==> config.mk <==
export PLATFORM = sky130hd
export DESIGN_NAME = mbar_unit
export DESIGN_NICKNAME = d
export VERILOG_FILES = /design/src/rtl/mbar_pkg.sv /design/src/rtl/mbar_decode.sv /design/src/rtl/mbar_slot.sv /design/src/rtl/mbar_unit.sv
export SDC_FILE = /design/constraint.sdc
export NUM_CORES = 1
export LEC_CHECK = 0
export BUFFER_PORTS_ARGS = -buffer_cell sky130_fd_sc_hd__buf_4
export CAP_MARGIN = 20
export CORE_UTILIZATION = 46
export DETAILED_ROUTE_END_ITERATION = 8
export GPL_ROUTABILITY_DRIVEN = 0
export PLACE_DENSITY_LB_ADDON = 0.1
export SLEW_MARGIN = 20
export SYNTH_ARGS = -nofsm -noshare
export SYNTH_HDL_FRONTEND = slang
export SYNTH_HIERARCHICAL = 1
export SYNTH_SLANG_ARGS = --single-unit
==> constraint.sdc <==
create_clock -name clk -period 2.54 [get_ports clk]
set_input_delay 0 -clock clk [delete_from_list [all_inputs] [get_ports clk]]
set_output_delay 0 -clock clk [all_outputs]
set_load 0.1 [all_outputs]
==> src/rtl/mbar_pkg.sv <==
package mbar_pkg;

    // Per-core handshake value held in each flag word
    typedef enum logic [1:0] {
        FLAG_IDLE    = 2'd0,
        FLAG_ARRIVED = 2'd1,
        FLAG_PASSED  = 2'd2
    } flag_e;

    // Each rendezvous point spans this many words (address stride)
    localparam int unsigned WORDS_PER_POINT = 4;
    localparam int unsigned WORD_SEL_W      = 2;

endpackage

==> src/rtl/mbar_decode.sv <==
module mbar_decode #(
    parameter int unsigned ADDR_W       = 8,
    parameter int unsigned NUM_BARRIERS = 4,
    parameter int unsigned NUM_CORES    = 2
) (
    input  logic [ADDR_W-1:0]       addr,
    output logic                    in_range,
    output logic [NUM_BARRIERS-1:0] bar_sel,
    output logic                    is_status,
    output logic [NUM_CORES-1:0]    core_sel
);
    import mbar_pkg::*;

    localparam int unsigned POINT_W = ADDR_W - WORD_SEL_W;

    logic [POINT_W-1:0]    point_idx;
    logic [WORD_SEL_W-1:0] word_idx;

    assign point_idx = addr[ADDR_W-1:WORD_SEL_W];
    assign word_idx  = addr[WORD_SEL_W-1:0];

    // one-hot select of the addressed rendezvous point
    for (genvar b = 0; b < NUM_BARRIERS; b++) begin : g_bar
        assign bar_sel[b] = (point_idx == POINT_W'(b));
    end

    // one-hot select of the addressed core flag within a point
    for (genvar c = 0; c < NUM_CORES; c++) begin : g_core
        assign core_sel[c] = (word_idx == WORD_SEL_W'(c + 1));
    end

    assign in_range  = |bar_sel;
    assign is_status = (word_idx == '0);

endmodule

==> src/rtl/mbar_slot.sv <==
module mbar_slot #(
    parameter int unsigned NUM_CORES = 2
) (
    input  logic                     clk,
    input  logic                     rst_n,
    input  logic                     wr_en,
    input  logic [NUM_CORES-1:0]     wr_core_sel,
    input  logic                     wr_ok,
    input  logic [1:0]               wr_val,
    output logic [2*NUM_CORES-1:0]   flags_o,
    output logic                     release_o
);
    import mbar_pkg::*;

    typedef struct packed {
        logic [NUM_CORES-1:0][1:0] flag;
        logic                      rel;
    } slot_state_t;

    slot_state_t st_d, st_q;
    logic        all_passed;
    logic        all_present_q;

    always_comb begin
        all_passed    = 1'b1;
        all_present_q = 1'b1;
        for (int c = 0; c < NUM_CORES; c++) begin
            if (st_q.flag[c] != FLAG_PASSED) all_passed    = 1'b0;
            if (st_q.flag[c] == FLAG_IDLE)   all_present_q = 1'b0;
        end
    end

    always_comb begin
        st_d = st_q;
        if (all_passed) begin
            // every core has gone through: re-arm the point
            st_d.flag = '0;
            st_d.rel  = 1'b0;
        end else begin
            for (int c = 0; c < NUM_CORES; c++) begin
                if (wr_en && wr_ok && wr_core_sel[c]) st_d.flag[c] = wr_val;
            end
            st_d.rel = 1'b1;
            for (int c = 0; c < NUM_CORES; c++) begin
                if (st_d.flag[c] == FLAG_IDLE) st_d.rel = 1'b0;
            end
        end
    end

    always_ff @(posedge clk) begin
        if (!rst_n) st_q <= '0;
        else        st_q <= st_d;
    end

    assign flags_o   = st_q.flag;
    assign release_o = st_q.rel;


    rearm_clears_chk: assert property (@(posedge clk) disable iff (!rst_n)
        all_passed |=> (flags_o == '0 && !release_o));


    release_needs_all_chk: assert property (@(posedge clk) disable iff (!rst_n)
        release_o |-> all_present_q);


    release_holds_chk: assert property (@(posedge clk) disable iff (!rst_n)
        (release_o && !all_passed) |=> release_o);

    for (genvar c = 0; c < NUM_CORES; c++) begin : g_chk

        flag_legal_chk: assert property (@(posedge clk) disable iff (!rst_n)
            st_q.flag[c] != 2'd3);
    end

endmodule

==> src/rtl/mbar_unit.sv <==
module mbar_unit #(
    parameter int unsigned ADDR_W       = 8,
    parameter int unsigned DATA_W       = 32,
    parameter int unsigned NUM_BARRIERS = 4,
    parameter int unsigned NUM_CORES    = 2   // 1 to 3, must fit the 4-word stride
) (
    input  logic              clk,
    input  logic              rst_n,
    input  logic              req_valid,
    input  logic              req_write,
    input  logic [ADDR_W-1:0] req_addr,
    input  logic [DATA_W-1:0] req_wdata,
    output logic              rd_valid,
    output logic [DATA_W-1:0] rd_data
);
    localparam int unsigned FLAGS_W = 2 * NUM_CORES;

    typedef struct packed {
        logic              rd_valid;
        logic [DATA_W-1:0] rd_data;
    } rsp_state_t;

    rsp_state_t rsp_d, rsp_q;

    logic                    in_range;
    logic [NUM_BARRIERS-1:0] bar_sel;
    logic                    is_status;
    logic [NUM_CORES-1:0]    core_sel;
    logic                    wr_ok;
    logic [DATA_W-1:0]       rd_word;
    logic [FLAGS_W-1:0]      flags_w [NUM_BARRIERS];
    logic [NUM_BARRIERS-1:0] rel_w;

    mbar_decode #(
        .ADDR_W      (ADDR_W),
        .NUM_BARRIERS(NUM_BARRIERS),
        .NUM_CORES   (NUM_CORES)
    ) decode_i (
        .addr     (req_addr),
        .in_range (in_range),
        .bar_sel  (bar_sel),
        .is_status(is_status),
        .core_sel (core_sel)
    );

    // only the two handshake codes are accepted into a flag
    assign wr_ok = (req_wdata == DATA_W'(1)) || (req_wdata == DATA_W'(2));

    for (genvar b = 0; b < NUM_BARRIERS; b++) begin : g_slot
        mbar_slot #(.NUM_CORES(NUM_CORES)) slot_i (
            .clk        (clk),
            .rst_n      (rst_n),
            .wr_en      (req_valid && req_write && bar_sel[b]),
            .wr_core_sel(core_sel),
            .wr_ok      (wr_ok),
            .wr_val     (req_wdata[1:0]),
            .flags_o    (flags_w[b]),
            .release_o  (rel_w[b])
        );
    end

    always_comb begin
        rd_word = '0;
        for (int b = 0; b < NUM_BARRIERS; b++) begin
            if (bar_sel[b]) begin
                if (is_status) rd_word = DATA_W'(rel_w[b]);
                for (int c = 0; c < NUM_CORES; c++) begin
                    if (core_sel[c]) rd_word = DATA_W'(flags_w[b][2*c +: 2]);
                end
            end
        end
        rsp_d          = rsp_q;
        rsp_d.rd_valid = req_valid && !req_write;
        rsp_d.rd_data  = (req_valid && !req_write) ? rd_word : '0;
    end

    always_ff @(posedge clk) begin
        if (!rst_n) rsp_q <= '0;
        else        rsp_q <= rsp_d;
    end

    assign rd_valid = rsp_q.rd_valid;
    assign rd_data  = rsp_q.rd_data;


    read_returns_chk: assert property (@(posedge clk) disable iff (!rst_n)
        (req_valid && !req_write) |=> rd_valid);


    oob_read_zero_chk: assert property (@(posedge clk) disable iff (!rst_n)
        (req_valid && !req_write && !in_range) |=> (rd_data == '0));


    no_spurious_rsp_chk: assert property (@(posedge clk) disable iff (!rst_n)
        !(req_valid && !req_write) |=> (!rd_valid && rd_data == '0));

endmodule

==> results by group, run 1 <==
Outcome
  • Outcome: complete, no violations

Die
  • Die W: 60.4 um
  • Die height: 60.4 um
  • Initial Util: 49.8%
  • Core area: 3150 um^2
  • Total die area: 3650 um^2
  • Top-Level Pins: 77
  • # rows: 20

GRT
  • First-pass GRT wire length: 5700 um
  • Via count of the first global-routing pass: 1257
  • Initial antenna violation count: 0
  • Global Route Usage Sum: 21.0%
  • Congestion Overflow GR: 0
  • Largest net degree at the start of global routing: 17

CTS
  • CTS tree: built
  • CTS Hold Bufs: 0
  • # clock sinks: 23
  • CTS clk-pin slew, worst paths: 140 ps
  • CTS root buf: clkbuf_4
  • Clock buffer count from CTS: 3
  • Post-CTS sizing: 0
  • Max clock buf depth: 2
  • Worst-skew pair later-pin latency: 320 ps
  • H-Tree Level Count: 1
  • # Post-CTS Setup Buffers: 0

Timing
  • Final setup vio count: 0
  • Maximum clock frequency: 0.531 GHz
  • Slew Limit Fails: 0
  • Final WS setup: 657 ps
  • Fin Clk Skew: 16.3 ps
  • Fin crit period: 1880 ps
  • Final TNS setup: 0 ps
  • RSZ-0062 raised after global routing: no
  • Final hold vios: 0
  • Tcrit/Tclk final: 74.1%

Cells and area
  • Multi-input logic area: 972 um^2
  • Filler cells: 299
  • Share of post-route cells with drive strength above 1: 31.4%
  • Total Nets Final: 271
  • Storage element area: 460 um^2
  • Area Growth Syn to Fin: 21.0%
  • Ant diodes: 0
  • Non-Filler Instances: 270

Power
  • Lkg Pwr: 0.899 nW
  • Max VDD drop: 0.000314 V
  • Design Power: 0.837 mW
  • PwrDens: 441 nW/um^2

Synth
  • Top FF cell, synth: dfxtp_1
  • EDFF count, synth: 0
  • #FFs+latches synth: 23
  • Synthesized instance count: 175
  • Ys async rst share: 0%
  • Synth top area share: 29.3%
  • Synth area leader: dfxtp_1
  • Syn avg cell area: 8.97 um^2
  • Top post-synthesis cells by area: dfxtp_1 29%, buf_4 14%, mux2i_1 11%, nand3_2 5.1%, nor2_1 4.3%
  • Yosys Warn Count: 6
  • Netlist cell types: 39
  • Netlist Area Pre-Place: 1570 um^2
  • Seq/Total Area, Yosys: 29.3%

Job
  • Max_cap viols: 0

Setup path
  • Startpoint Class: primary input
  • Critical path data arrival time: 2100 ps
  • Crit. End Element: flop
  • Worst Path Buf+Inv: 1
  • CP Data Required Time: 2760 ps
  • CP top delay family: simple AND/OR/NAND/NOR gates
  • Worst-path cell chain: buf_4, or4_4, nor3b_2, and3_2, nand3_2, mux2i_1, a2111oi_2
  • Worst Path Max Fanout: 6
  • Crit path kind: primary input to flop
  • CP max stage delay: 560 ps
  • Critical-path top delay cell: or4_4

Route
  • Avg Vias per Cell: 5.15
  • Detailed Routing Iterations Pass 1: 4
  • Drt drc: 0
  • DR iter-0 viols: 38
  • DRT antenna net count: 0
  • Routed WL: 3620 um
  • Via count: 1390
  • Wire per inst: 13.4 um

Place
  • Port Buf Inserts: 46
  • DP Cell Count: 266
  • Pre-CTS WS: 308 ps
  • Post-DP HPWL: 2840 um

Min path
  • Worst hold-check path type: primary input to flop
worst reg2reg max path, cell delays in order (launching register included):
cell       delay [ps]
dfxtp_1           360
mux2_2            270
a221o_1           290
o2111ai_1         100
a21oi_1            90
power by group:
group          leakage [nW]  switching, mW  internal, mW  total, mW
clock network        0.0150          0.116        0.0615      0.178
registers             0.185       0.000204         0.361      0.362
logic                 0.699          0.241        0.0571      0.298
cells in the mapped netlist, types with 2 or more instances:
library cell,instances
a22oi_1,4
nand2_1,9
dfxtp_1,23
buf_4,30
nand3_2,8
mux2i_1,17
a21oi_1,2
nor2_1,18
nor2b_1,7
nand4bb_1,4
inv_1,2
nor3b_1,6
nor3_1,6
nor4_1,7
nand4_1,2
and3_1,4
a2111oi_2,4
through the flow:
| step | utilization [%] | hold slack, ps | cell area, um^2 |
|---|---|---|---|
| final | 60.3 | 5.50 | 1900 |
| after global routing | 60.3 | 22.6 | 1900 |
| after CTS | 60.3 | 7.87 | 1900 |
| after detailed placement | 59.4 | 355 | 1870 |
| after global placement | 59.4 | 376 | 1870 |
| after floorplan | - | 144 | 1680 |
kinds of logic after synthesis:
| logic type | Yosys count | synth area share (%) |
|---|---|---|
| XOR/XNOR | 1 | 0.558 |
| multiplexers | 19 | 12.5 |
| flip-flops | 23 | 29.3 |
| buffers and inverters | 35 | 15.7 |
| other | 1 | 0.239 |
| AO/OA/AOI/OAI | 20 | 11.5 |
| AND/OR/NAND/NOR | 76 | 30.2 |
cells in the final DEF (no fill, tap or decap), types with 6 or more instances in the layout:
master / n
nand2_1: 9
conb_1: 30
nor2_1: 18
nor3b_1: 6
nand3_2: 8
nor3_1: 6
buf_4: 50
mux2i_1: 17
nor2b_1: 7
dfxtp_1: 23
nor4_1: 7
area by class of cell:
type	count	share of cell area (%)
well taps	44	2.90
flip-flops and latches	23	24.2
inverters	3	0.592
repair buffers	50	19.7
multi-input cells	146	51.2
clock buffers	4	1.38
worst paths after layout:
check                                            startpoint                     endpoint  slack, ps  depth (start not counted)
worst min register to register  g_slot[1].slot_i/flags_o[3]  g_slot[1].slot_i/flags_o[3]        570                          2
worst max-delay path                            req_addr[7]   g_slot[1].slot_i/release_o        660                          7
worst min-delay path                              req_valid                     rd_valid          6                          2
worst max register to register  g_slot[1].slot_i/flags_o[0]                   rd_data[0]       1340                          4
state kept, by name, summed over array words and instances (netlist names):
register,count
g_slot.slot_i/flags_o,16
g_slot.slot_i/release_o,4
rd_valid,1
rd_data,2
routing by layer:
layer / vias to the layer above / share of wire, % / track usage, % / wire length [um]
met5: - / 0 / 0 / 0
met4: 0 / 0.66 / 4.87 / 24
met3: 2 / 5.1 / 3.84 / 184
met2: 52 / 48 / 36.3 / 1740
met1: 651 / 46 / 27.3 / 1670
li1: 685 / - / - / -
(Power assumes the default switching activity.)
==> run 2: changes to the inputs <==
- clock period: 2.54 -> 1.8 ns (I/O delays scaled with it)
==> results by group, run 2 (synthesis results as in run 1) <==
Die
  • Top-Level Pins: 77 (unchanged)
  • Initial Util: 49.8% (unchanged)
  • Die height: 60.4 um (unchanged)
  • Core area: 3150 um^2 (unchanged)
  • # rows: 20 (unchanged)
  • Die W: 60.4 um (unchanged)
  • Total die area: 3650 um^2 (unchanged)

Timing
  • Final hold vios: 0 (unchanged)
  • Tcrit/Tclk final: 93.8%
  • Slew Limit Fails: 0 (unchanged)
  • Fin crit period: 1690 ps
  • Maximum clock frequency: 0.593 GHz
  • Hold WS: 30.8 ps (was 5.50 ps)
  • Fin Clk Skew: 2.94 ps (was 16.3 ps)
  • Final setup vio count: 0 (unchanged)
  • RSZ-0062 raised after global routing: no (unchanged)

Setup path
  • Startpoint Class: primary input (unchanged)
  • Crit. End Element: flop (unchanged)
  • Worst Path Max Fanout: 6 (unchanged)
  • Crit path kind: primary input to flop (unchanged)
  • R2R setup slack: 580 ps (was 1340 ps)
  • CP Data Required Time: 2010 ps (was 2760 ps)
  • Critical path data arrival time: 1900 ps (was 2100 ps)
  • Register-to-Register Path Depth: 4 (unchanged)

CTS
  • Worst-skew pair later-pin latency: 310 ps (was 320 ps)
  • Max clock buf depth: 2 (unchanged)
  • Clock buffer count from CTS: 3 (unchanged)
  • CTS clk-pin slew, worst paths: 130 ps (was 140 ps)
  • # Post-CTS Setup Buffers: 0 (unchanged)
  • # clock sinks: 23 (unchanged)
  • CTS root buf: clkbuf_4 (unchanged)
  • H-Tree Level Count: 1 (unchanged)
  • CTS Hold Bufs: 0 (unchanged)
  • Post-CTS sizing: 0 (unchanged)
  • CTS tree: built (unchanged)

Cells and area
  • Commonest non-fill, non-tap cell in the layout: buf_4 (unchanged)
  • Ant diodes: 0 (unchanged)
  • Area Growth Syn to Fin: 27.8% (was 21.0%)
  • Non-Filler Instances: 282 (was 270)
  • Filler cells: 294 (was 299)
  • Storage element area: 460 um^2 (unchanged)
  • Total Nets Final: 283 (was 271)
  • Commonest cells after routing, fill and taps aside: 62 x buf_4, 30 x conb_1, 23 x dfxtp_1 (was 50 x buf_4, 30 x conb_1, 23 x dfxtp_1)
  • Share of post-route cells with drive strength above 1: 35.7% (was 31.4%)
  • Final Cell Area: 2010 um^2 (was 1900 um^2)
  • Max FFs per register: 16 (unchanged)
  • Multi-input logic area: 987 um^2 (was 972 um^2)

Power
  • PwrDens: 584 nW/um^2 (was 441 nW/um^2)
  • Max VDD drop: 0.000344 V (was 0.000314 V)
  • Lkg Pwr: 0.959 nW (was 0.899 nW)

Route
  • DRT antenna net count: 0 (unchanged)
  • Avg Vias per Cell: 5.16 (was 5.15)
  • Routed WL: 3390 um (was 3620 um)
  • Via count: 1455 (was 1390)
  • Wire per inst: 12.0 um (was 13.4 um)
  • Drt drc: 0 (unchanged)
  • DR iter-0 viols: 54 (was 38)
  • Detailed Routing Iterations Pass 1: 4 (unchanged)

Min path
  • Hold path depth: 2 (unchanged)
  • Worst hold-check path type: primary input to flop (unchanged)

Place
  • Port Buf Inserts: 46 (unchanged)
  • Placed Area: 1980 um^2 (was 1870 um^2)
  • Post-DP HPWL: 2700 um (was 2840 um)
  • DP Cell Count: 278 (was 266)

GRT
  • Via count of the first global-routing pass: 1270 (was 1257)
  • Global Route Usage Sum: 19.4% (was 21.0%)
  • Largest net degree at the start of global routing: 16 (was 17)
  • Initial antenna violation count: 0 (unchanged)
  • First-pass GRT wire length: 5350 um (was 5700 um)
  • Congestion Overflow GR: 0 (unchanged)

Job
  • Max_cap viols: 0 (unchanged)

Outcome
  • Outcome: complete, no violations (unchanged)
## run 2: cell count changes in the layout (fill, tap and decap cells not counted), sizes merged
cell    delta
clkbuf     -1
clkinv     +1
buf       +12
## run 2: final timing paths
path                                    start                          end
hold reg to reg   g_slot[1].slot_i/flags_o[2]  g_slot[1].slot_i/flags_o[2]
hold / removal                      req_valid                     rd_valid
setup / recovery                  req_addr[4]   g_slot[1].slot_i/release_o
setup reg to reg   g_slot[0].slot_i/release_o                   rd_data[0]
## run 2: where the power goes
part | internal, mW | leakage (nW) | switching [mW]
Clock | 0.0829 | 0.0177 | 0.157
Combinational | 0.0818 | 0.756 | 0.340
Sequential | 0.510 | 0.185 | 0.000221
## run 2: layout make-up
| class | count | area share (%) |
|---|---|---|
| clock buffers | 3 | 1.12 |
| clock inverters | 1 | 0.249 |
| inverters | 3 | 0.561 |
| multi-input cells | 146 | 49.2 |
| flip-flops and latches | 23 | 22.9 |
| well taps | 44 | 2.74 |
| repair buffers | 62 | 23.2 |
## run 2: critical path, cell delays in order
cell and delay [ps]:
buf_4 110, or4_4 570, nor3b_4 330, and3_4 260
nand3_2 110, mux2i_1 160, a2111oi_2 360
## run 2: through the flow
stage / setup slack, ps / TNS [ps] / utilization, % / total power, mW
after floorplan: -88.7 / -100 / - / 0.893
after global placement: -138 / -711 / 62.8 / 0.940
after detailed placement: -187 / -923 / 62.8 / 0.942
after CTS: 128 / 0 / 63.7 / 1.19
after global routing: 12.5 / 0 / 63.7 / 1.22
final: 112 / 0 / 63.7 / 1.17
## run 2: metal layers
layer	global-route usage (%)	wire length [um]	vias to the layer above
li1	-	-	709
met1	25.0	1470	665
met2	33.6	1610	79
met3	2.77	294	2
met4	5.84	21	0
met5	0	0	-
==> run 3: changes to the inputs <==
- clock period: 1.8 -> 1.93 ns (I/O delays scaled with it)
==> results by group, run 3 (synthesis results as in run 1) <==
Die
  • Top-Level Pins: 77 (unchanged)
  • Core area: 3150 um^2 (unchanged)
  • # rows: 20 (unchanged)
  • Initial Util: 49.8% (unchanged)
  • Die height: 60.4 um (unchanged)
  • Total die area: 3650 um^2 (unchanged)
  • Die W: 60.4 um (unchanged)

CTS
  • Max clock buf depth: 2 (unchanged)
  • CTS root buf: clkbuf_4 (unchanged)
  • # clock sinks: 23 (unchanged)
  • CTS clk-pin slew, worst paths: 130 ps (about the same)
  • H-Tree Level Count: 1 (unchanged)
  • # Post-CTS Setup Buffers: 0 (unchanged)
  • CTS Hold Bufs: 0 (unchanged)
  • CTS tree: built (unchanged)
  • Post-CTS sizing: 0 (unchanged)
  • Clock buffer count from CTS: 3 (unchanged)
  • Worst-skew pair later-pin latency: 300 ps (was 310 ps)

GRT
  • Via count of the first global-routing pass: 1337 (was 1270)
  • Global Route Usage Sum: 21.5% (was 19.4%)
  • First-pass GRT wire length: 5940 um (was 5350 um)
  • Congestion Overflow GR: 0 (unchanged)
  • Largest net degree at the start of global routing: 16 (unchanged)
  • Initial antenna violation count: 0 (unchanged)

Timing
  • Final setup vio count: 0 (unchanged)
  • RSZ-0062 raised after global routing: no (unchanged)
  • Slew Limit Fails: 0 (unchanged)
  • Fin crit period: 1660 ps
  • Fin Clk Skew: 7.15 ps (was 2.94 ps)
  • Tcrit/Tclk final: 85.8%
  • Final hold vios: 0 (unchanged)
  • Maximum clock frequency: 0.604 GHz

Route
  • Via count: 1459 (was 1455)
  • DRT antenna net count: 0 (unchanged)
  • Detailed Routing Iterations Pass 1: 4 (unchanged)
  • Routed WL: 3640 um (was 3390 um)
  • Drt drc: 0 (unchanged)
  • Avg Vias per Cell: 5.19 (was 5.16)
  • Wire per inst: 12.9 um (was 12.0 um)
  • DR iter-0 viols: 47 (was 54)

Cells and area
  • Final Cell Area: 1990 um^2 (was 2010 um^2)
  • Max FFs per register: 16 (unchanged)
  • Area Growth Syn to Fin: 26.6% (was 27.8%)
  • Commonest cells after routing, fill and taps aside: 61 x buf_4, 30 x conb_1, 23 x dfxtp_1 (was 62 x buf_4, 30 x conb_1, 23 x dfxtp_1)
  • Total Nets Final: 282 (was 283)
  • Commonest non-fill, non-tap cell in the layout: buf_4 (unchanged)
  • Share of post-route cells with drive strength above 1: 35.0% (was 35.7%)
  • Ant diodes: 0 (unchanged)

Job
  • Max_cap viols: 0 (unchanged)

Setup path
  • Critical path origin: req_addr[7] (was req_addr[4])
  • Crit path kind: primary input to flop (unchanged)
  • CP Data Required Time: 2120 ps (was 2010 ps)
  • Startpoint Class: primary input (unchanged)
  • Crit. End Element: flop (unchanged)
  • RR Startpoint: g_slot[1].slot_i/release_o (was g_slot[0].slot_i/release_o)
  • Critical path data arrival time: 1850 ps (was 1900 ps)
  • Worst Path Max Fanout: 5 (was 6)

Power
  • Int Pwr: 0.632 mW (was 0.675 mW)
  • PwrDens: 548 nW/um^2 (was 584 nW/um^2)
  • Lkg Pwr: 0.952 nW (was 0.959 nW)
  • Sequential share of power: 43.6% (about the same)
  • Switch Pwr: 0.458 mW (was 0.497 mW)
  • Max VDD drop: 0.000292 V (was 0.000344 V)
  • Clock power share: 20.2% (was 20.4%)
  • Design Power: 1.09 mW (was 1.17 mW)
  • Power share of the combinational group: 36.1% (was 36.0%)
  • Sw frac: 42.0% (was 42.4%)

Min path
  • Worst hold-check path type: primary input to flop (unchanged)
  • Worst Hold Launch: req_valid (unchanged)

Place
  • Port Buf Inserts: 46 (unchanged)
  • Post-DP HPWL: 2910 um (was 2700 um)
  • Placed Area: 1960 um^2 (was 1980 um^2)

Outcome
  • Outcome: complete, no violations (unchanged)
==> run 3: cell types whose count changed in the layout (fill, tap and decap cells not counted), sizes merged <==
cell / change
clkinv: -1
buf: -1
clkbuf: +1
==> run 3: layer usage <==
layer,GRT usage (%),up-vias,part of all wire [%]
met1,29.0,696,47
met5,0,-,0
met3,3.41,2,5.6
met4,5.84,0,0.41
li1,-,709,-
met2,35.8,52,47
==> run 3: metrics by stage <==
| step | setup TNS [ps] | utilization [%] | worst slack (ps) | cells | hold WS [ps] |
|---|---|---|---|---|---|
| after detailed placement | -71.0 | 62.2 | -49.5 | 277 | 355 |
| final | 0 | 63.1 | 275 | 281 | 38.4 |
| after CTS | 0 | 63.1 | 280 | 281 | 29.0 |
| after floorplan | 0 | - | 25.6 | 204 | 144 |
| after global routing | 0 | 63.1 | 215 | 281 | 19.2 |
| after global placement | -21.7 | 62.2 | -21.7 | 277 | 350 |
==> run 3: path summary, 6_finish.rpt <==
| path | endpoint | slack, ps | cells past startpoint |
|---|---|---|---|
| worst max-delay path | rd_data[0] | 270 | 8 |
| worst min-delay path | rd_valid | 40 | 2 |
| worst max register to register | rd_data[0] | 690 | 4 |
| worst min register to register | g_slot[0].slot_i/flags_o[2] | 570 | 2 |
==> run 3: final cells by class <==
cell class,instances,area (um^2)
Fill cell,285,1160
Timing Repair Buffer,61,458
Clock buffer,4,26.3
Tap cell,44,55.1
Multi-Input combinational cell,146,977
Inverter,3,11.3
Sequential cell,23,460
==> run 3: critical path, cell delays in order <==
cell,delay (ps)
buf_4,110
or4_4,560
nor3b_2,190
buf_4,160
mux2_4,300
a221o_1,340
o2111ai_1,100
a21oi_1,100
==> run 3: power by group through the flow <==
stage          Sequential [mW]  Combinational (mW)  Clock (mW)
4_1_cts                  0.476               0.393       0.228
5_1_grt                  0.476               0.410       0.254
3_3_place_gp             0.486               0.391           0
2_1_floorplan            0.493               0.339           0
3_5_place_dp             0.486               0.392           0
6_report                 0.476               0.394       0.221
